--- src/rtl/pkr_pkg.sv ---
package pkr_pkg;

    typedef enum logic {
        PK_IDLE = 1'b0,
        PK_RUN  = 1'b1
    } pk_state_e;

    localparam logic [7:0] PK_ERASED = 8'hFF;

    // Width of a lane index; at least one bit so a single-lane bus still has a field.
    function automatic int pk_lane_bits(input int bw);
        return (bw > 1) ? $clog2(bw) : 1;
    endfunction

    // Shift that divides by the bus width (width is a power of two).
    function automatic int pk_word_shift(input int bw);
        return (bw > 1) ? $clog2(bw) : 0;
    endfunction

endpackage

--- src/rtl/pkr_job_ctrl.sv ---
module pkr_job_ctrl
    import pkr_pkg::*;
#(
    parameter int BW     = 4,
    parameter int ADDR_W = 32,
    parameter int LEN_W  = 16,
    localparam int LANE_W = pk_lane_bits(BW)
) (
    input  logic              clk,
    input  logic              rst,
    input  logic              job_valid,
    input  logic [ADDR_W-1:0] job_addr,
    input  logic [LEN_W-1:0]  job_len,
    input  logic              out_busy,
    input  logic              take,
    output logic              job_ready,
    output logic              run,
    output logic [LANE_W-1:0] lane,
    output logic [ADDR_W-1:0] word_addr,
    output logic              last_byte,
    output logic              flush,
    output logic [LEN_W-1:0]  word_cnt_m1,
    output logic              err_zero_len
);
    localparam int SHIFT  = pk_word_shift(BW);
    localparam int SPAN_W = LEN_W + 2;
    localparam logic [LANE_W-1:0] TOP_LANE  = LANE_W'(BW - 1);
    localparam logic [ADDR_W-1:0] ADDR_MASK = ~ADDR_W'(BW - 1);

    pk_state_e          state_q;
    logic [LANE_W-1:0]  lane_q;
    logic [ADDR_W-1:0]  addr_q;
    logic [LEN_W-1:0]   remain_q;
    logic [LEN_W-1:0]   cnt_q;
    logic               err_q;

    logic               accept;
    logic [LANE_W-1:0]  start_gap;
    logic [SPAN_W-1:0]  span;
    logic [SPAN_W-1:0]  words_total;

    assign job_ready = (state_q == PK_IDLE) && !out_busy;
    assign accept    = job_valid && job_ready;
    assign start_gap = job_addr[LANE_W-1:0] & TOP_LANE;

    // Lanes spanned = gap + length; round up to whole words.
    always_comb begin
        span        = SPAN_W'(start_gap) + SPAN_W'(job_len) + SPAN_W'(BW - 1);
        words_total = span >> SHIFT;
    end

    assign last_byte = (remain_q == LEN_W'(1));
    assign flush     = take && ((lane_q == TOP_LANE) || last_byte);

    always_ff @(posedge clk) begin
        if (rst) begin
            state_q  <= PK_IDLE;
            lane_q   <= '0;
            addr_q   <= '0;
            remain_q <= '0;
            cnt_q    <= '0;
            err_q    <= 1'b0;
        end else begin
            err_q <= 1'b0;
            if (accept) begin
                if (job_len == '0) begin
                    err_q <= 1'b1;
                end else begin
                    state_q  <= PK_RUN;
                    lane_q   <= start_gap;
                    addr_q   <= job_addr & ADDR_MASK;
                    remain_q <= job_len;
                    cnt_q    <= LEN_W'(words_total - SPAN_W'(1));
                end
            end else if (take) begin
                remain_q <= remain_q - LEN_W'(1);
                if (flush) begin
                    lane_q <= '0;
                    addr_q <= addr_q + ADDR_W'(BW);
                    if (last_byte) begin
                        state_q <= PK_IDLE;
                    end
                end else begin
                    lane_q <= lane_q + LANE_W'(1);
                end
            end
        end
    end

    assign run          = (state_q == PK_RUN);
    assign lane         = lane_q;
    assign word_addr    = addr_q;
    assign word_cnt_m1  = cnt_q;
    assign err_zero_len = err_q;

endmodule

--- src/rtl/pkr_lane_fill.sv ---
module pkr_lane_fill
    import pkr_pkg::*;
#(
    parameter int BW = 4,
    localparam int LANE_W = pk_lane_bits(BW),
    localparam int DW     = 8 * BW
) (
    input  logic              clk,
    input  logic              rst,
    input  logic              take,
    input  logic              flush,
    input  logic [LANE_W-1:0] lane,
    input  logic [7:0]        in_byte,
    output logic [DW-1:0]     word_now
);
    localparam logic [DW-1:0] ALL_ERASED = {BW{PK_ERASED}};

    logic [DW-1:0] acc_q;

    // Each lane takes the incoming byte when selected; otherwise it keeps what it holds.
    for (genvar g = 0; g < BW; g++) begin : g_lane
        assign word_now[g*8 +: 8] = (take && (lane == LANE_W'(g))) ? in_byte : acc_q[g*8 +: 8];
    end

    // The accumulator returns to all-erased after each emitted word, so the
    // lanes below the start offset and above the last byte stay 0xFF.
    always_ff @(posedge clk) begin
        if (rst) begin
            acc_q <= ALL_ERASED;
        end else if (take) begin
            acc_q <= flush ? ALL_ERASED : word_now;
        end
    end

endmodule

--- src/rtl/pkr_out_reg.sv ---
module pkr_out_reg #(
    parameter int DW     = 32,
    parameter int ADDR_W = 32
) (
    input  logic              clk,
    input  logic              rst,
    input  logic              load,
    input  logic [DW-1:0]     load_data,
    input  logic [ADDR_W-1:0] load_addr,
    input  logic              load_last,
    input  logic              out_ready,
    output logic              out_valid,
    output logic [DW-1:0]     out_data,
    output logic [ADDR_W-1:0] out_addr,
    output logic              out_last
);
    always_ff @(posedge clk) begin
        if (rst) begin
            out_valid <= 1'b0;
            out_data  <= '0;
            out_addr  <= '0;
            out_last  <= 1'b0;
        end else if (load) begin
            out_valid <= 1'b1;
            out_data  <= load_data;
            out_addr  <= load_addr;
            out_last  <= load_last;
        end else if (out_ready) begin
            out_valid <= 1'b0;
        end
    end

endmodule

--- src/rtl/flash_word_packer.sv ---
module flash_word_packer
    import pkr_pkg::*;
#(
    parameter int BW     = 4,
    parameter int ADDR_W = 32,
    parameter int LEN_W  = 16,
    localparam int DW     = 8 * BW
) (
    input  logic              clk,
    input  logic              rst,
    input  logic              job_valid,
    output logic              job_ready,
    input  logic [ADDR_W-1:0] job_addr,
    input  logic [LEN_W-1:0]  job_len,
    input  logic              in_valid,
    output logic              in_ready,
    input  logic [7:0]        in_byte,
    output logic              cnt_valid,
    output logic [LEN_W-1:0]  word_cnt_m1,
    output logic              err_zero_len,
    output logic              out_valid,
    input  logic              out_ready,
    output logic [ADDR_W-1:0] out_addr,
    output logic [DW-1:0]     out_data,
    output logic              out_last
);
    localparam int LANE_W = pk_lane_bits(BW);

    logic              run;
    logic              take;
    logic              flush;
    logic              last_byte;
    logic [LANE_W-1:0] lane;
    logic [ADDR_W-1:0] word_addr;
    logic [DW-1:0]     word_now;

    assign in_ready  = run && (!out_valid || out_ready);
    assign take      = in_valid && in_ready;
    assign cnt_valid = run || out_valid;

    pkr_job_ctrl #(
        .BW     (BW),
        .ADDR_W (ADDR_W),
        .LEN_W  (LEN_W)
    ) u_ctrl (
        .clk          (clk),
        .rst          (rst),
        .job_valid    (job_valid),
        .job_addr     (job_addr),
        .job_len      (job_len),
        .out_busy     (out_valid),
        .take         (take),
        .job_ready    (job_ready),
        .run          (run),
        .lane         (lane),
        .word_addr    (word_addr),
        .last_byte    (last_byte),
        .flush        (flush),
        .word_cnt_m1  (word_cnt_m1),
        .err_zero_len (err_zero_len)
    );

    pkr_lane_fill #(
        .BW (BW)
    ) u_fill (
        .clk      (clk),
        .rst      (rst),
        .take     (take),
        .flush    (flush),
        .lane     (lane),
        .in_byte  (in_byte),
        .word_now (word_now)
    );

    pkr_out_reg #(
        .DW     (DW),
        .ADDR_W (ADDR_W)
    ) u_out (
        .clk       (clk),
        .rst       (rst),
        .load      (flush),
        .load_data (word_now),
        .load_addr (word_addr),
        .load_last (last_byte),
        .out_ready (out_ready),
        .out_valid (out_valid),
        .out_data  (out_data),
        .out_addr  (out_addr),
        .out_last  (out_last)
    );

endmodule

--- config.mk ---
export PLATFORM = sky130hd
export DESIGN_NAME = flash_word_packer
export DESIGN_NICKNAME = d
export VERILOG_FILES = /design/src/rtl/pkr_pkg.sv /design/src/rtl/pkr_job_ctrl.sv /design/src/rtl/pkr_lane_fill.sv /design/src/rtl/pkr_out_reg.sv /design/src/rtl/flash_word_packer.sv
export SDC_FILE = /design/constraint.sdc
export NUM_CORES = 1
export LEC_CHECK = 0
export CORE_MARGIN = 2
export CORE_UTILIZATION = 39
export CTS_BUF_LIST = sky130_fd_sc_hd__clkbuf_16
export DETAILED_ROUTE_END_ITERATION = 10
export GPL_ROUTABILITY_DRIVEN = 0
export PLACE_DENSITY = 0.69
export SKIP_CTS_REPAIR_TIMING = 1
export SYNTH_ARGS = -nofsm -noshare
export SYNTH_HDL_FRONTEND = slang
export SYNTH_SLANG_ARGS = --single-unit
export TNS_END_PERCENT = 1
--- constraint.sdc ---
create_clock -name clk -period 6.2 [get_ports clk]
set_input_delay 1.86 -clock clk [delete_from_list [all_inputs] [get_ports clk]]
set_output_delay 1.86 -clock clk [all_outputs]
set_load 0.05 [all_outputs]
; ---- Word-level counts from Yosys, hierarchy flattened
; Cells that the tools add are included.
[classes]
addsub = 6
n_eq_ne = 5
mux = 24
n_bitwise = 3
n_reduce_logical = 24
[op_table]
columns = op, n
row1 = $mux W32, 5
row2 = $mux W16, 3
row3 = $add A32 B3 Y32 const B, 1
row4 = $mux W8, 4
row5 = $sub A16 B1 Y16 const B, 2
row6 = $add A18 B2 Y18 const B, 1
row7 = $add A2 B16 Y17, 1
row8 = $eq A16 B1 Y1 const B, 1
row9 = $logic_not A16 Y1, 1
row10 = $logic_and A1 B1 Y1, 9
row11 = $mux W1, 8
row12 = $mux W2, 4
row13 = $reduce_bool A2 Y1, 4
row14 = $eq A2 B2 Y1 const B, 2
row15 = $reduce_and A2 Y1, 2
row16 = $reduce_and A4 Y1, 1
row17 = $logic_or A1 B1 Y1, 3
row18 = $not A1 Y1, 3
row19 = $reduce_and A3 Y1, 1
row20 = $add A2 B1 Y2 const B, 1
row21 = $eq A2 B1 Y1 const B, 1
row22 = $logic_not A2 Y1, 1
row23 = $ne A2 B2 Y1 const B, 1
row24 = $reduce_or A2 Y1, 1
row25 = $logic_not A1 Y1, 1
[word_totals]
register_bits = 166
in_bits = 61
output_inout_bits = 86
word_cells = 73

; ---- Logic depth before layout (Yosys ltp)
[logic_depth]
depth_word = 8
depth_mapped = 15
ltp_nobuf = 13

; ---- Modules after synthesis
; From an unflattened synthesis, not the netlist that was laid out.
[hier_totals]
hier_cells = 1036
area_unflattened_um2 = 8562.0
[modules_own_cells]
columns = mod, instances, cells_each, area_per_inst_um2, seq_area_each_um2
row1 = pkr_job_ctrl, 1, 615, 4401.7, 1321.3
row2 = pkr_out_reg, 1, 214, 2386.0, 1321.3
row3 = pkr_lane_fill, 1, 203, 1749.2, 640.6
row4 = flash_word_packer, 1, 4, 25.0, 0.0

; ---- Worst setup path before layout
; No wires, ideal clock.
[synth_timing]
path_type = input port to flip-flop
startpoint = in job_addr[0]
endpoint = reg u_ctrl.cnt_q[15], in the netlist u_ctrl.word_cnt_m1[15]
setup_ns = 0.070
arrival_ns = 4.874
required_ns = 6.130
path_slack_ns = 1.255
stages = 14
path_buffers = 2
path_cell_list = ha_1 > inv_1 > fa_1 > buf_6 > xnor2_1 > o21ai_1 > or2_1 > buf_6 > nor4_4 > nand2_2 > a2bb2o_2 > nand3_2 > or4b_1 > a21oi_1
[synth_via]
elab_chain_len = 3
[synth_lines]
columns = element, line_no
row1 = from (decl), flash_word_packer.sv:13  ; input logic [ADDR_W-1:0] job_addr,
row2 = $add A2 B16 Y17, pkr_job_ctrl.sv:48  ; span = SPAN_W'(start_gap) + SPAN_W'(job_len) + SPAN_W'(BW - 1);
row3 = $add A18 B2 Y18, pkr_job_ctrl.sv:48
row4 = $sub A16 B1 Y16, pkr_job_ctrl.sv:73  ; cnt_q <= LEN_W'(words_total - SPAN_W'(1));
row5 = to (signal assigned), pkr_job_ctrl.sv:73
row6 = to (decl), pkr_job_ctrl.sv:34  ; logic [LEN_W-1:0] cnt_q;
; No other way between the ends.
; A chain may end at the register's enable or synchronous reset.

; ---- Worst setup path in the final report
[layout_timing]
startpoint = in job_len[0]
endpoint = reg u_ctrl.cnt_q[10], in the netlist u_ctrl.word_cnt_m1[10]
[layout_via]
elab_chain_len = 3
elab_cells_between_ends = 6
classes_between = add/sub: 3 / bitwise: 1 / reduce/logical: 2
[layout_lines]
columns = element, line_no
row1 = from (decl), flash_word_packer.sv:14  ; input logic [LEN_W-1:0] job_len,
row2 = $add A2 B16 Y17 / $logic_not A16 Y1 (equally long branches), "pkr_job_ctrl.sv:48, pkr_job_ctrl.sv:66"
row3 = $add A18 B2 Y18 / $not A1 Y1 (equally long branches), --
row4 = $sub A16 B1 Y16 / $reduce_and A2 Y1 (equally long branches), --
; Parallel ways exist; a longest one is shown, timed or not.

==> impl_metrics.env <==
export IMPL_hp_start="u_fill.acc_q[27]$_SDFFE_PP1P_"
export IMPL_antennaDiodeCount=0
export IMPL_layout_commonest_cell="nand2_1"
export IMPL_hold_viol_final=0
export IMPL_drt_iter0_markers=514
export IMPL_rsz0062_at_grt="no"
export IMPL_swShare=0.304
export IMPL_max_cap_violations=0
export IMPL_grt_antenna_before_repair=0
export IMPL_wl_per_cell_microns=15.7
export IMPL_final_util=0.504
export IMPL_leakage_nw=3.57
export IMPL_path_class="in2reg"
export IMPL_rr_endpoint="u_out.out_data[26]$_SDFFE_PP0P_"
export IMPL_track_usage=0.202
export IMPL_end_kind="flip-flop"
export IMPL_cp_max_fo=10
export IMPL_rr_startpoint="u_ctrl.remain_q[3]$_SDFFE_PP0P_"
export IMPL_synth_warnings=0
export IMPL_cts_buffers=17
export IMPL_netlist_instances=1000
export IMPL_dp_slack_ns=0.335
export IMPL_setup_viol=0
export IMPL_critPathLaunch="job_len[0]"
export IMPL_core_area_sq_mm=0.0200
export IMPL_r2r_cells=8
export IMPL_clk_latency_ns=0.43
export IMPL_drc=0
export IMPL_cts_max_level=4
export IMPL_startpoint_type="input pin"
export IMPL_holdPathStages=1
export IMPL_tightest_slew_ns=0.709
export IMPL_hold_path_class="reg2reg"
export IMPL_p_seq_frac=0.424
export IMPL_io_buffers=144
export IMPL_wirelength_microns=21800
export IMPL_die_area_sq_mm=0.0214
export IMPL_cp_required_ns=6.48
export IMPL_endpoint="u_ctrl.word_cnt_m1[10]$_SDFFE_PP0P_"
export IMPL_syn_to_final_growth_pct=27.8
export IMPL_fmax_mhz=182
export IMPL_start_util=0.394
export IMPL_vias_per_cell=5.42
export IMPL_num_rows=52
export IMPL_vias=7531
export IMPL_ir_drop_uv=180
export IMPL_slew_violations=0
export IMPL_grt_ovfl_total=0
export IMPL_grt_max_degree=68
export IMPL_grt_pass1_vias=6916
export IMPL_combPwrFrac=0.157
export IMPL_root_buffer="clkbuf_16"
export IMPL_final_layout_size_suffix_gt1_frac=0.0590
export IMPL_ant_nets=0
export IMPL_io_pins=147
export IMPL_ctsLongestPathBuffers=2
export IMPL_seq_area_frac_synth=0.410
export IMPL_syn_cell_area_sq_mm=0.00790
export IMPL_die_w_microns=146
export IMPL_path_clk_slew_ns=0.07
export IMPL_grt_pass1_wl_microns=35500
export IMPL_fin_skew_ns=0.0121
export IMPL_p_sw_mw=0.795
export IMPL_syn_area_per_cell_sq_um=7.90
export IMPL_setup_tns_ns=0
export IMPL_post_dp_hpwl_microns=15200
export IMPL_drt_pre_antenna_iters=5
export IMPL_synth_edf_count=0
export IMPL_ys_ff_latch=162
export IMPL_n_fill_cell=1959
export IMPL_synthArstFlopShare=0
export IMPL_cts_tree="built"
export IMPL_synth_main_ff_cell="dfxtp_1"
export IMPL_fin_ws_ns=0.694
export IMPL_die_h_microns=146
export IMPL_r2r_slack_ns=2.90
export IMPL_intPower_mw=1.82
export IMPL_clkSinkCount=162
export IMPL_finalCritPeriodShare=0.888
export IMPL_period_needed_ns=5.51
export IMPL_cp_arrival_ns=5.78
export IMPL_fin_nets=1178
export IMPL_mostFrequentLayoutCells="164 x nand2_1, 162 x dfxtp_1, 143 x clkdlybuf4s50_1"
export IMPL_status="finished clean"
export IMPL_clockPowerShare=0.418
export IMPL_synth_distinct_cells=69
export IMPL_maxSlewHeadroom=0.527
export IMPL_cellPowerDensity_mw_per_mm2=259
power by group through the flow:
stage / sequential, mW / clock, mW / combinational, mW
after floorplan: 1.16 / 0 / 0.243
after global placement: 1.13 / 0 / 0.405
after detailed placement: 1.13 / 0 / 0.407
after CTS: 1.11 / 1.12 / 0.410
after global routing: 1.11 / 1.16 / 0.452
final: 1.11 / 1.09 / 0.411
stage by stage:
stage                     instance area, sq um  hold WS, ns  power (mW)  instances
after floorplan                           7910        0.415        1.41       1001
after global placement                    9470        0.427        1.54       1357
after detailed placement                  9470        0.431        1.54       1357
after CTS                                10100        0.452        2.63       1389
after global routing                     10100        0.469        2.72       1389
final                                    10100        0.448        2.61       1389
flip-flops by register name, indices dropped and copies added, names as in the netlist, 2 cells and up:
name                cells
u_ctrl.lane             2
u_out.out_data         32
u_ctrl.remain_q        16
u_out.out_addr         30
u_ctrl.word_addr       30
u_ctrl.word_cnt_m1     16
u_fill.acc_q           32
cell usage after synthesis (all sizes together), types with 3 or more instances:
master  count  area [sq um]
a211oi     54           410
a21o        4          31.3
a21oi      98           490
a221oi      5          43.8
a22oi       4          30.0
a311oi     11          96.3
a31oi       6          37.5
and2        8          50.1
and3       12          76.3
buf        14           101
clkbuf     56           210
dfxtp     162          3240
ha         10           125
inv        16          60.1
mux2i      31           310
nand2     166           626
nand2b      3          18.8
nand3      48           258
nand4      11          68.8
nor2      115           434
nor2b       3          18.8
nor3       23           115
nor3b       5          47.5
nor4       10          77.6
o21ai      42           210
o22ai       5          31.3
o311ai      3          26.3
or3         9          56.3
xnor2      20           183
xor2       11          96.3
critical path: stages:
cell and delay [ns]:
clkdlybuf4s50_1 0.52, ha_1 0.24, inv_1 0.07, fa_1 0.53, xnor2_1 0.24, o21ai_1 0.15, or2_1 0.36, nor4_4 0.57
mux2i_1 0.22, nor3b_2 0.44, mux2i_1 0.28, xor2_1 0.22, a211oi_2 0.09
routing by layer:
layer / vias up / global-route usage / wire [microns]
li1: 3753 / - / -
met1: 3502 / 0.273 / 10000
met2: 235 / 0.325 / 10000
met3: 41 / 0.0413 / 1290
met4: 0 / 0.0660 / 498
met5: - / 0 / 0
final cells by class:
class,count,area (sq um),share of cell area
clock buffer,17,425,0.0421
clock inverter,15,203,0.0201
inverter,16,60.1,0.00595
multi-input combinational,751,4290,0.424
sequential,162,3240,0.321
tap,270,338,0.0335
timing repair buffer,158,1540,0.153
worst min path at each step:
stage and end:
6_report u_fill.acc_q[27]$_SDFFE_PP1P_, 5_1_grt u_fill.acc_q[31]$_SDFFE_PP1P_, 4_1_cts u_fill.acc_q[28]$_SDFFE_PP1P_, 3_5_place_dp u_fill.acc_q[28]$_SDFFE_PP1P_, 3_3_place_gp u_fill.acc_q[30]$_SDFFE_PP1P_, 2_1_floorplan u_fill.acc_q[24]$_SDFFE_PP1P_
logic make-up after synthesis:
kind of cell / share of synthesized area
and+or+nand+nor: 0.247
AOI/OAI and AO/OA: 0.199
DFF: 0.410
buffers and inverters: 0.0499
xor gates and xnor gates: 0.0353
muxes: 0.0393
adders and majority gates: 0.0184
other: 0.000475
Power figures use the tool's default switching activity.
